**src/rtl/lsum_pkg.sv**
```systemverilog
package lsum_pkg;

  typedef enum logic [2:0] {
    ST_IDLE      = 3'd0,
    ST_INIT      = 3'd1,
    ST_FETCH_VAL = 3'd2,
    ST_FETCH_LNK = 3'd3,
    ST_LAST_ADD  = 3'd4,
    ST_FINISHED  = 3'd5
  } lsum_state_e;

  // Strobes from control to datapath; at most one is high per cycle.
  typedef struct packed {
    logic initLoad;   // read head link, clear sum, point at first value
    logic fetchVal;   // read value at valAddr, advance valAddr to next+1
    logic fetchLink;  // read link at nextPtr, accumulate held value
    logic lastAdd;    // accumulate held value and publish result
  } lsum_strobe_t;

endpackage

```
**src/rtl/lsum_mem.sv**
```systemverilog
module lsum_mem #(
  parameter int W = 8
) (
  input  logic         clk,
  input  logic         engineIdle,
  input  logic         wrEn,
  input  logic [W-1:0] wrAddr,
  input  logic [W-1:0] wrData,
  input  logic [W-1:0] rdAddr,
  output logic [W-1:0] rdData
);
  localparam int DEPTH = 1 << W;

  logic [W-1:0] store [DEPTH];
  logic         wrAccept;

  assign wrAccept = wrEn && engineIdle;

  always_ff @(posedge clk) begin
    if (wrAccept) store[wrAddr] <= wrData;
  end

  assign rdData = store[rdAddr];

endmodule

```
**src/rtl/lsum_ctrl.sv**
```systemverilog
module lsum_ctrl
  import lsum_pkg::*;
(
  input  logic         clk,
  input  logic         rstN,
  input  logic         start,
  input  logic         nextZero,
  output lsum_strobe_t stb,
  output logic         engineIdle,
  output logic         done
);
  lsum_state_e state;
  lsum_state_e stateNxt;

  always_comb begin
    stateNxt = state;
    unique case (state)
      ST_IDLE:      stateNxt = ST_IDLE;
      ST_FINISHED:  stateNxt = ST_FINISHED;
      ST_INIT:      stateNxt = ST_FETCH_VAL;
      ST_FETCH_VAL: stateNxt = nextZero ? ST_LAST_ADD : ST_FETCH_LNK;
      ST_FETCH_LNK: stateNxt = ST_FETCH_VAL;
      ST_LAST_ADD:  stateNxt = ST_FINISHED;
      default:      stateNxt = ST_IDLE;
    endcase
    if (start) stateNxt = ST_INIT;
  end

  always_ff @(posedge clk or negedge rstN) begin
    if (!rstN) state <= ST_IDLE;
    else       state <= stateNxt;
  end

  always_comb begin
    stb           = '0;
    stb.initLoad  = (state == ST_INIT);
    stb.fetchVal  = (state == ST_FETCH_VAL);
    stb.fetchLink = (state == ST_FETCH_LNK);
    stb.lastAdd   = (state == ST_LAST_ADD);
  end

  assign engineIdle = (state == ST_IDLE) || (state == ST_FINISHED);
  assign done       = (state == ST_FINISHED);


  val_then_link_chk: assert property (@(posedge clk) disable iff (!rstN)
    (stb.fetchVal && !start) |=> (stb.fetchLink || stb.lastAdd));


  link_then_val_chk: assert property (@(posedge clk) disable iff (!rstN)
    (stb.fetchLink && !start) |=> stb.fetchVal);

endmodule

```
**src/rtl/lsum_datapath.sv**
```systemverilog
module lsum_datapath
  import lsum_pkg::*;
#(
  parameter int W = 8
) (
  input  logic         clk,
  input  logic         rstN,
  input  lsum_strobe_t stb,
  input  logic [W-1:0] rdData,
  output logic [W-1:0] rdAddr,
  output logic         nextZero,
  output logic [W-1:0] result
);
  localparam logic [W-1:0] HEAD_ADDR  = '0;
  localparam logic [W-1:0] FIRST_VAL  = W'(1);
  localparam logic [W-1:0] ONE        = W'(1);

  logic [W-1:0] nextPtr;
  logic [W-1:0] valAddr;
  logic [W-1:0] xHold;
  logic [W-1:0] sumAcc;
  logic [W-1:0] resultReg;
  logic [W-1:0] addA;
  logic [W-1:0] addB;
  logic [W-1:0] addOut;

  // Single read port: head, link or value address.
  always_comb begin
    if (stb.initLoad)       rdAddr = HEAD_ADDR;
    else if (stb.fetchLink) rdAddr = nextPtr;
    else                    rdAddr = valAddr;
  end

  // Single shared adder: pointer increment or accumulation.
  assign addA   = stb.fetchVal ? nextPtr : sumAcc;
  assign addB   = stb.fetchVal ? ONE     : xHold;
  assign addOut = addA + addB;

  always_ff @(posedge clk or negedge rstN) begin
    if (!rstN) begin
      nextPtr   <= '0;
      valAddr   <= '0;
      xHold     <= '0;
      sumAcc    <= '0;
      resultReg <= '0;
    end else begin
      if (stb.initLoad) begin
        nextPtr <= rdData;
        sumAcc  <= '0;
        valAddr <= FIRST_VAL;
        xHold   <= '0;
      end
      if (stb.fetchVal) begin
        xHold   <= rdData;
        valAddr <= addOut;
      end
      if (stb.fetchLink) begin
        nextPtr <= rdData;
        sumAcc  <= addOut;
      end
      if (stb.lastAdd) begin
        sumAcc    <= addOut;
        resultReg <= addOut;
      end
    end
  end

  assign nextZero = (nextPtr == '0);
  assign result   = resultReg;


  one_action_chk: assert property (@(posedge clk) disable iff (!rstN)
    $onehot0({stb.initLoad, stb.fetchVal, stb.fetchLink, stb.lastAdd}));


  no_fetch_past_end_chk: assert property (@(posedge clk) disable iff (!rstN)
    stb.fetchLink |-> (nextPtr != '0));


  last_add_at_end_chk: assert property (@(posedge clk) disable iff (!rstN)
    stb.lastAdd |-> (nextPtr == '0));


  init_state_chk: assert property (@(posedge clk) disable iff (!rstN)
    stb.initLoad |=> (sumAcc == '0 && valAddr == FIRST_VAL && xHold == '0));

endmodule

```
**src/rtl/lsum_engine.sv**
```systemverilog
module lsum_engine
  import lsum_pkg::*;
#(
  parameter int W = 8
) (
  input  logic         clk,
  input  logic         rstN,
  input  logic         start,
  input  logic         wrEn,
  input  logic [W-1:0] wrAddr,
  input  logic [W-1:0] wrData,
  output logic         done,
  output logic [W-1:0] result
);
  lsum_strobe_t stb;
  logic         engineIdle;
  logic         nextZero;
  logic [W-1:0] rdAddr;
  logic [W-1:0] rdData;

  lsum_ctrl u_ctrl (
    .clk        (clk),
    .rstN       (rstN),
    .start      (start),
    .nextZero   (nextZero),
    .stb        (stb),
    .engineIdle (engineIdle),
    .done       (done)
  );

  lsum_datapath #(.W(W)) u_dp (
    .clk      (clk),
    .rstN     (rstN),
    .stb      (stb),
    .rdData   (rdData),
    .rdAddr   (rdAddr),
    .nextZero (nextZero),
    .result   (result)
  );

  lsum_mem #(.W(W)) u_mem (
    .clk        (clk),
    .engineIdle (engineIdle),
    .wrEn       (wrEn),
    .wrAddr     (wrAddr),
    .wrData     (wrData),
    .rdAddr     (rdAddr),
    .rdData     (rdData)
  );


  hold_result_chk: assert property (@(posedge clk) disable iff (!rstN)
    (done && !start) |=> (done && $stable(result)));


  start_clears_done_chk: assert property (@(posedge clk) disable iff (!rstN)
    start |=> !done);

endmodule

```
**config.mk**
```make
export PLATFORM = sky130hd
export DESIGN_NAME = lsum_engine
export DESIGN_NICKNAME = d
export VERILOG_FILES = /design/src/rtl/lsum_pkg.sv /design/src/rtl/lsum_mem.sv /design/src/rtl/lsum_ctrl.sv /design/src/rtl/lsum_datapath.sv /design/src/rtl/lsum_engine.sv
export SDC_FILE = /design/constraint.sdc
export NUM_CORES = 2
export LEC_CHECK = 0
export ABC_AREA = 0
export BUFFER_PORTS_ARGS = -buffer_cell sky130_fd_sc_hd__buf_2
export CAP_MARGIN = 25
export CORE_ASPECT_RATIO = 1.1
export CORE_MARGIN = 8
export CORE_UTILIZATION = 45
export CTS_CLUSTER_SIZE = 8
export DETAILED_ROUTE_END_ITERATION = 6
export SYNTH_ARGS = -nofsm -noshare
export SYNTH_HDL_FRONTEND = slang
export SYNTH_SLANG_ARGS = --single-unit
```
**constraint.sdc**
```tcl
create_clock -name clk -period 6.3 [get_ports clk]
set_input_delay 0.945 -clock clk [delete_from_list [all_inputs] [get_ports clk]]
set_output_delay 0.945 -clock clk [all_outputs]
set_load 0.1 [all_outputs]
```
**Yosys cells after proc, flatten, opt, wreduce, memory -nomap -nowiden**

Memory sizes are Yosys's and may differ from the RTL's.
Index checks and enable logic that the tools add are counted.

- Bits in registers: 43
- Bits in latches: 0
- RAM bits: 2048
- Memory bits (read-only): 0
- Bits of input ports: 20
- Output and inout bits: 9
- Word-level logic and storage cells: 39
- Memories kept: 1

- $add $sub $neg: 1
- Multipliers: 0
- Div/mod/pow operators: 0
- Magnitude comparators: 0
- Eq/ne operators: 5
- Shift operators: 0
- Muxes and demuxes: 17
- Bitwise logic cells: 0
- Reductions and logical operators: 9

Memory list:

| name | words | bits a word | read ports | clocked after memory_dff | write ports | RTL line | text |
|---|---|---|---|---|---|---|---|
| u_mem.store | 256 | 8 | 1 | 0 | 1 | lsum_mem.sv:14 | `logic [W-1:0] store [DEPTH];` |

Operators by type and width:

| operator | count |
|---|---|
| 8-bit two-way mux | 12 |
| 3-bit case mux with 3 select lines | 1 |
| 8-bit adder | 1 |
| 8-bit zero test | 1 |
| 3-bit by 2-bit == test with 1-bit output, second input constant | 2 |
| 3-bit == test, second input constant | 2 |
| 3-bit two-way mux | 2 |
| 2-bit nonzero test | 2 |
| 2-bit OR reduction | 2 |
| 3-bit by 1-bit == test with 1-bit output, second input constant | 1 |
| 3-bit zero test | 1 |
| 3-bit nonzero test | 1 |
| 1-bit two-way mux | 2 |
| 1-bit logical AND | 1 |
| 1-bit logical OR | 1 |

**Longest topological paths before layout**

An unclocked memory read counts as a cell.

- Word-level depth: 6
- Gate-level depth with buffers: 16
- Mapped depth without buffers: 14

**By module**

From an unflattened synthesis, not the netlist that was laid out.

- Cell total of the unflattened synthesis: 3988
- Area, all modules: 82135.0 µm²

Modules (own cells, without submodules):

| module | times used | cells an instance | area an instance (µm²) | seq. area each (µm²) |
|---|---|---|---|---|
| lsum_mem | 1 | 3754 | 79705.2 | 61499.0 |
| lsum_datapath | 1 | 214 | 2237.1 | 1001.0 |
| lsum_ctrl | 1 | 20 | 192.7 | 75.1 |

**Worst setup path after synthesis**

OpenSTA, ideal clock, no wires.

- Path type: flip-flop to flip-flop
- Start: register u_ctrl.state[1]
- End: register u_dp.sumAcc[7]
- Library setup time: 0.119 ns
- Data arrival time: 3.318 ns
- Data required time: 6.181 ns
- Setup slack: 2.863 ns
- Cell stages (with the launch flop): 17
- Path buffers: 2
- Clock period less this slack: 3.437 ns
- Cells stage by stage: dfrtp_1 -> clkbuf_1 -> inv_1 -> nor3_1 -> clkbuf_1 -> nand2_1 -> nand2_1 -> ha_1 -> a21o_1 -> a21oi_1 -> o21bai_1 -> a21oi_1 -> o21bai_1 -> a21oi_1 -> xor2_1 -> mux2i_1 -> o21a_1

- Word-level cells in the longest chain between the ends: 5
- Elaborated cells on any way between the ends: 10
- Those cells by class: 1 x add/sub; 4 x eq/ne; 4 x mux; 1 x reduce/logical

RTL lines:

| item | RTL line | text |
|---|---|---|
| start: declaration | lsum_ctrl.sv:12 | `lsum_state_e state;` |
| start signal: assignment | lsum_ctrl.sv:31 | `else state <= stateNxt;` |
| 3-bit by 2-bit == test with 1-bit output | lsum_ctrl.sv:37 | `stb.fetchVal = (state == ST_FETCH_VAL);` |
| 8-bit two-way mux, on equally long branches | lsum_datapath.sv:35, lsum_datapath.sv:36 |  |
| 8-bit adder | lsum_datapath.sv:37 | `assign addOut = addA + addB;` |
| 8-bit two-way mux | lsum_datapath.sv:57 | `if (stb.fetchLink) begin` |
| 8-bit two-way mux | lsum_datapath.sv:61 | `if (stb.lastAdd) begin` |
| end signal: assignment | lsum_datapath.sv:59 | `sumAcc <= addOut;` |
| end signal: assignment | lsum_datapath.sv:62 | `sumAcc <= addOut;` |
| end: declaration | lsum_datapath.sv:21 | `logic [W-1:0] sumAcc;` |

Parallel ways exist; a longest one is shown, timed or not.
A chain may end at the register's enable or synchronous reset.

**Worst setup path in the final report**

- Start: register u_ctrl.state[2]
- End: register u_dp.xHold[2]

- Word-level cells in the longest chain between the ends: 5
- Elaborated cells on any way between the ends: 8
- Those cells by class: 3 x eq/ne; 3 x mux; 1 x reduce/logical; 1 x memory

RTL lines:

| item | RTL line | text |
|---|---|---|
| 3-bit by 2-bit == test with 1-bit output | lsum_ctrl.sv:38 | `stb.fetchLink = (state == ST_FETCH_LNK);` |
| 8-bit two-way mux | lsum_datapath.sv:30 | `else if (stb.fetchLink) rdAddr = nextPtr;` |
| 8-bit two-way mux | lsum_datapath.sv:29 | `if (stb.initLoad) rdAddr = HEAD_ADDR;` |
| memory 256 x 8 bit | -- |  |
| 8-bit two-way mux | lsum_datapath.sv:53 | `if (stb.fetchVal) begin` |
| end signal: assignment | lsum_datapath.sv:54 | `xHold <= rdData;` |
| end: declaration | lsum_datapath.sv:20 | `logic [W-1:0] xHold;` |

Parallel ways exist; a longest one is shown, timed or not.

==> results.py <==
metrics = {
    "synth": {
        "synth-xor-area-share_pct": 0.0942,
        "synth_cell_type_count": 70,
        "yosys.area_share.simple_pct": 12.6,
        "synthCells": 5828,
        "synth-main-ff-cell": "edfxtp_1",
        "synth_top_area_share_pct": 73.5,
        "ys_top_cells_by_area": "edfxtp_1 73%, nand2_1 6.0%, nand3_1 3.5%",
        "synthArstFlopShare_pct": 2.06,
        "ys_seq_area_share_pct": 74.7,
        "synth_top_family_by_area": "simple AND/OR/NAND/NOR gates",
        "synth-compound-area-share_pct": 4.29,
        "synth_seq_cells": 2091,
        "avgSynthCellArea_sq_um": 14.4,
        "synth_common_cells": "2,048 x edfxtp_1, 1,338 x nand2_1, 584 x nand3_1",
        "synth-edff-count": 2048,
        "synthAdderAreaFrac_pct": 0.129,
        "ys_warn_count": 0,
        "synth.area.mux_share_pct": 5.86,
        "yosysMostFrequentCell": "edfxtp_1",
        "yosysTopAreaCell": "edfxtp_1",
        "syn_nets": 5856,
        "netlist_area_sq_um": 83700,
    },
    "layout": {
        "final_area_sq_um": 95100,
        "drive_gt1_share_pct": 10.8,
        "area_growth_pct": 13.6,
        "fillers": 15300,
        "nets": 5975,
    },
    "placement": {
        "placed_area_sq_um": 86700,
        "io_buffers": 28,
        "dp_hpwl_mm": 146,
        "gp_congestion": 0.896,
    },
    "worst_setup_path": {
        "r2r_slack_ps": 1040,
        "critPathLaunchType": "flip-flop",
        "crit_type": "flip-flop to flip-flop",
        "crit_fanout": 33,
        "arrival_ps": 6000,
        "cp.required_ps": 7040,
        "endpoint_kind": "flip-flop",
        "r2r_cells": 9,
    },
    "cts": {
        "cts_buffers": 311,
        "clockBufferDepth": 4,
        "cts-htree-levels": 5,
        "cts_tree": "done",
        "cts_resized": 0,
        "clk_latency_ps": 920,
        "clkSlewWorstSetupHoldPaths_ps": 60,
        "cts_root_buffer": "clkbuf_16",
        "post_cts_buffers": 0,
        "cts.sinks": 2091,
    },
    "run_status": {
        "status": "complete, no violations",
    },
    "pwr": {
        "ir_drop_mv": 0.268,
        "power.density_nw_per_um2": 398,
        "p_leak_nw": 31.6,
    },
    "sta": {
        "rsz0062_at_grt": "false",
        "final_hold_viol_count": 0,
        "worstMarginPinSlew_ps": 1270,
        "setup_viol": 0,
        "period_share_pct": 83.5,
        "fin_skew_ps": 50.5,
        "drv_slew": 0,
        "slew_headroom_pct": 15.2,
        "setup-tns-final_ps": 0,
        "min_period_ps": 5260,
        "fmax_mhz": 190,
    },
    "global_route": {
        "grt_overflow": 0,
        "grt_use_total_pct": 24.1,
        "grt_max_degree": 149,
        "grt_pass1_vias": 50400,
        "grt_pass1_wl_mm": 355,
        "antenna_found_initial": 13,
    },
    "min_path": {
        "hold_depth": 2,
        "hold_path.class": "input pin to flip-flop",
    },
    "die": {
        "core_area_sq_um": 185000,
        "io_pins": 29,
        "start_util_pct": 45.1,
        "die-area_sq_um": 200000,
        "die_w_microns": 427,
        "row_count": 166,
        "die_h_microns": 468,
    },
    "drt": {
        "drt-pass1-iter-count": 6,
        "drc": 0,
        "totalWireLength_mm": 246,
        "avgRoutedWirePerCell_microns": 29.1,
        "detail-route-antenna-nets": 0,
        "drt_iter0_drc": 6628,
        "viasPerCell": 6.14,
        "num_vias": 51900,
    },
    "flow_run": {
        "cap_violations": 0,
    },
}
[flip-flops by register name, summed over array words and instances (netlist names)]
register,count
u_mem.store,2048
u_ctrl.state,3
u_dp.valAddr,8
u_dp.xHold,8
u_dp.result,8
u_dp.sumAcc,8
u_dp.nextPtr,8
[layer usage]
layer / part of all wire [%] / global-route usage [%] / vias up / wire length, microns
met4: 4.9 / 10.7 / 2 / 12100
met5: 0.0081 / 0 / - / 20
met1: 39 / 32.3 / 26500 / 95700
met3: 9.2 / 5.33 / 584 / 22700
met2: 47 / 38.0 / 2727 / 115000
li1: - / - / 22200 / -
[power by group]
group	internal [W]	leakage, nW	switching (W)
clock network	0.00891	4.02	0.00559
logic	0.00226	8.58	0.00556
registers	0.0154	19.0	0.000144
[metrics by stage]
stage	power (W)	hold WS, ps	std cells	utilization, %	setup slack (ps)
after detailed placement	0.0235	491	8063	46.8	1210
final	0.0379	301	8450	51.3	1040
after CTS	0.0379	259	8439	51.2	1170
after floorplan	0.0203	464	5828	-	2860
after global placement	0.0235	485	8054	46.7	887
after global routing	0.0389	280	8447	51.2	903
[cell families after synthesis]
family / Yosys count
fa+ha+maj: 8
xor+xnor: 9
flops: 2091
mux: 376
simple gates: 2465
buf+inv: 392
compound gates: 487
[layout make-up]
type | instances | area (sq um) | area share (%)
timing repair buffer | 174 | 1630 | 1.71
tap | 2436 | 3050 | 3.21
clock buffer | 365 | 8130 | 8.56
inverter | 24 | 90.1 | 0.0948
sequential | 2091 | 62600 | 65.8
clock inverter | 10 | 86.3 | 0.0908
antenna | 5 | 12.5 | 0.0132
multi-input combinational | 3345 | 19500 | 20.5
[critical path: stages (launching register included)]
cell	delay (ps)
dfrtp_1	700
and4b_1	340
a21oi_4	760
buf_4	660
mux4_2	580
a22o_1	270
a221oi_1	740
o2111ai_1	370
nor4_2	420
o221ai_1	170
[path summary, 6_finish.rpt]
path,start,endpoint
hold reg to reg,u_dp.result[0],u_dp.result[0]
hold / removal,start,u_ctrl.state[2]
setup / recovery,u_ctrl.state[2],u_dp.xHold[2]
min in group asynchronous,rstN,u_dp.result[7]
setup reg to reg,u_ctrl.state[2],u_dp.xHold[2]
max in group asynchronous,rstN,u_dp.xHold[6]
[repair_timing]
action	4_1_cts	5_1_grt
hold endpoints to repair	8	0
endpoints found under the setup margin	0	0
hold buffers	1	0
[cell usage in the layout, fill, tap and decap left out, types with 64 or more instances in the layout]
master     count
a21oi_1       81
mux2i_1      265
nor2_1       301
buf_4        116
edfxtp_1    2048
clkbuf_16    318
nand2_1     1338
nand4_1      104
nand3_1      579
a31oi_1       64
mux4_2        89
(Power assumes the default switching activity.)
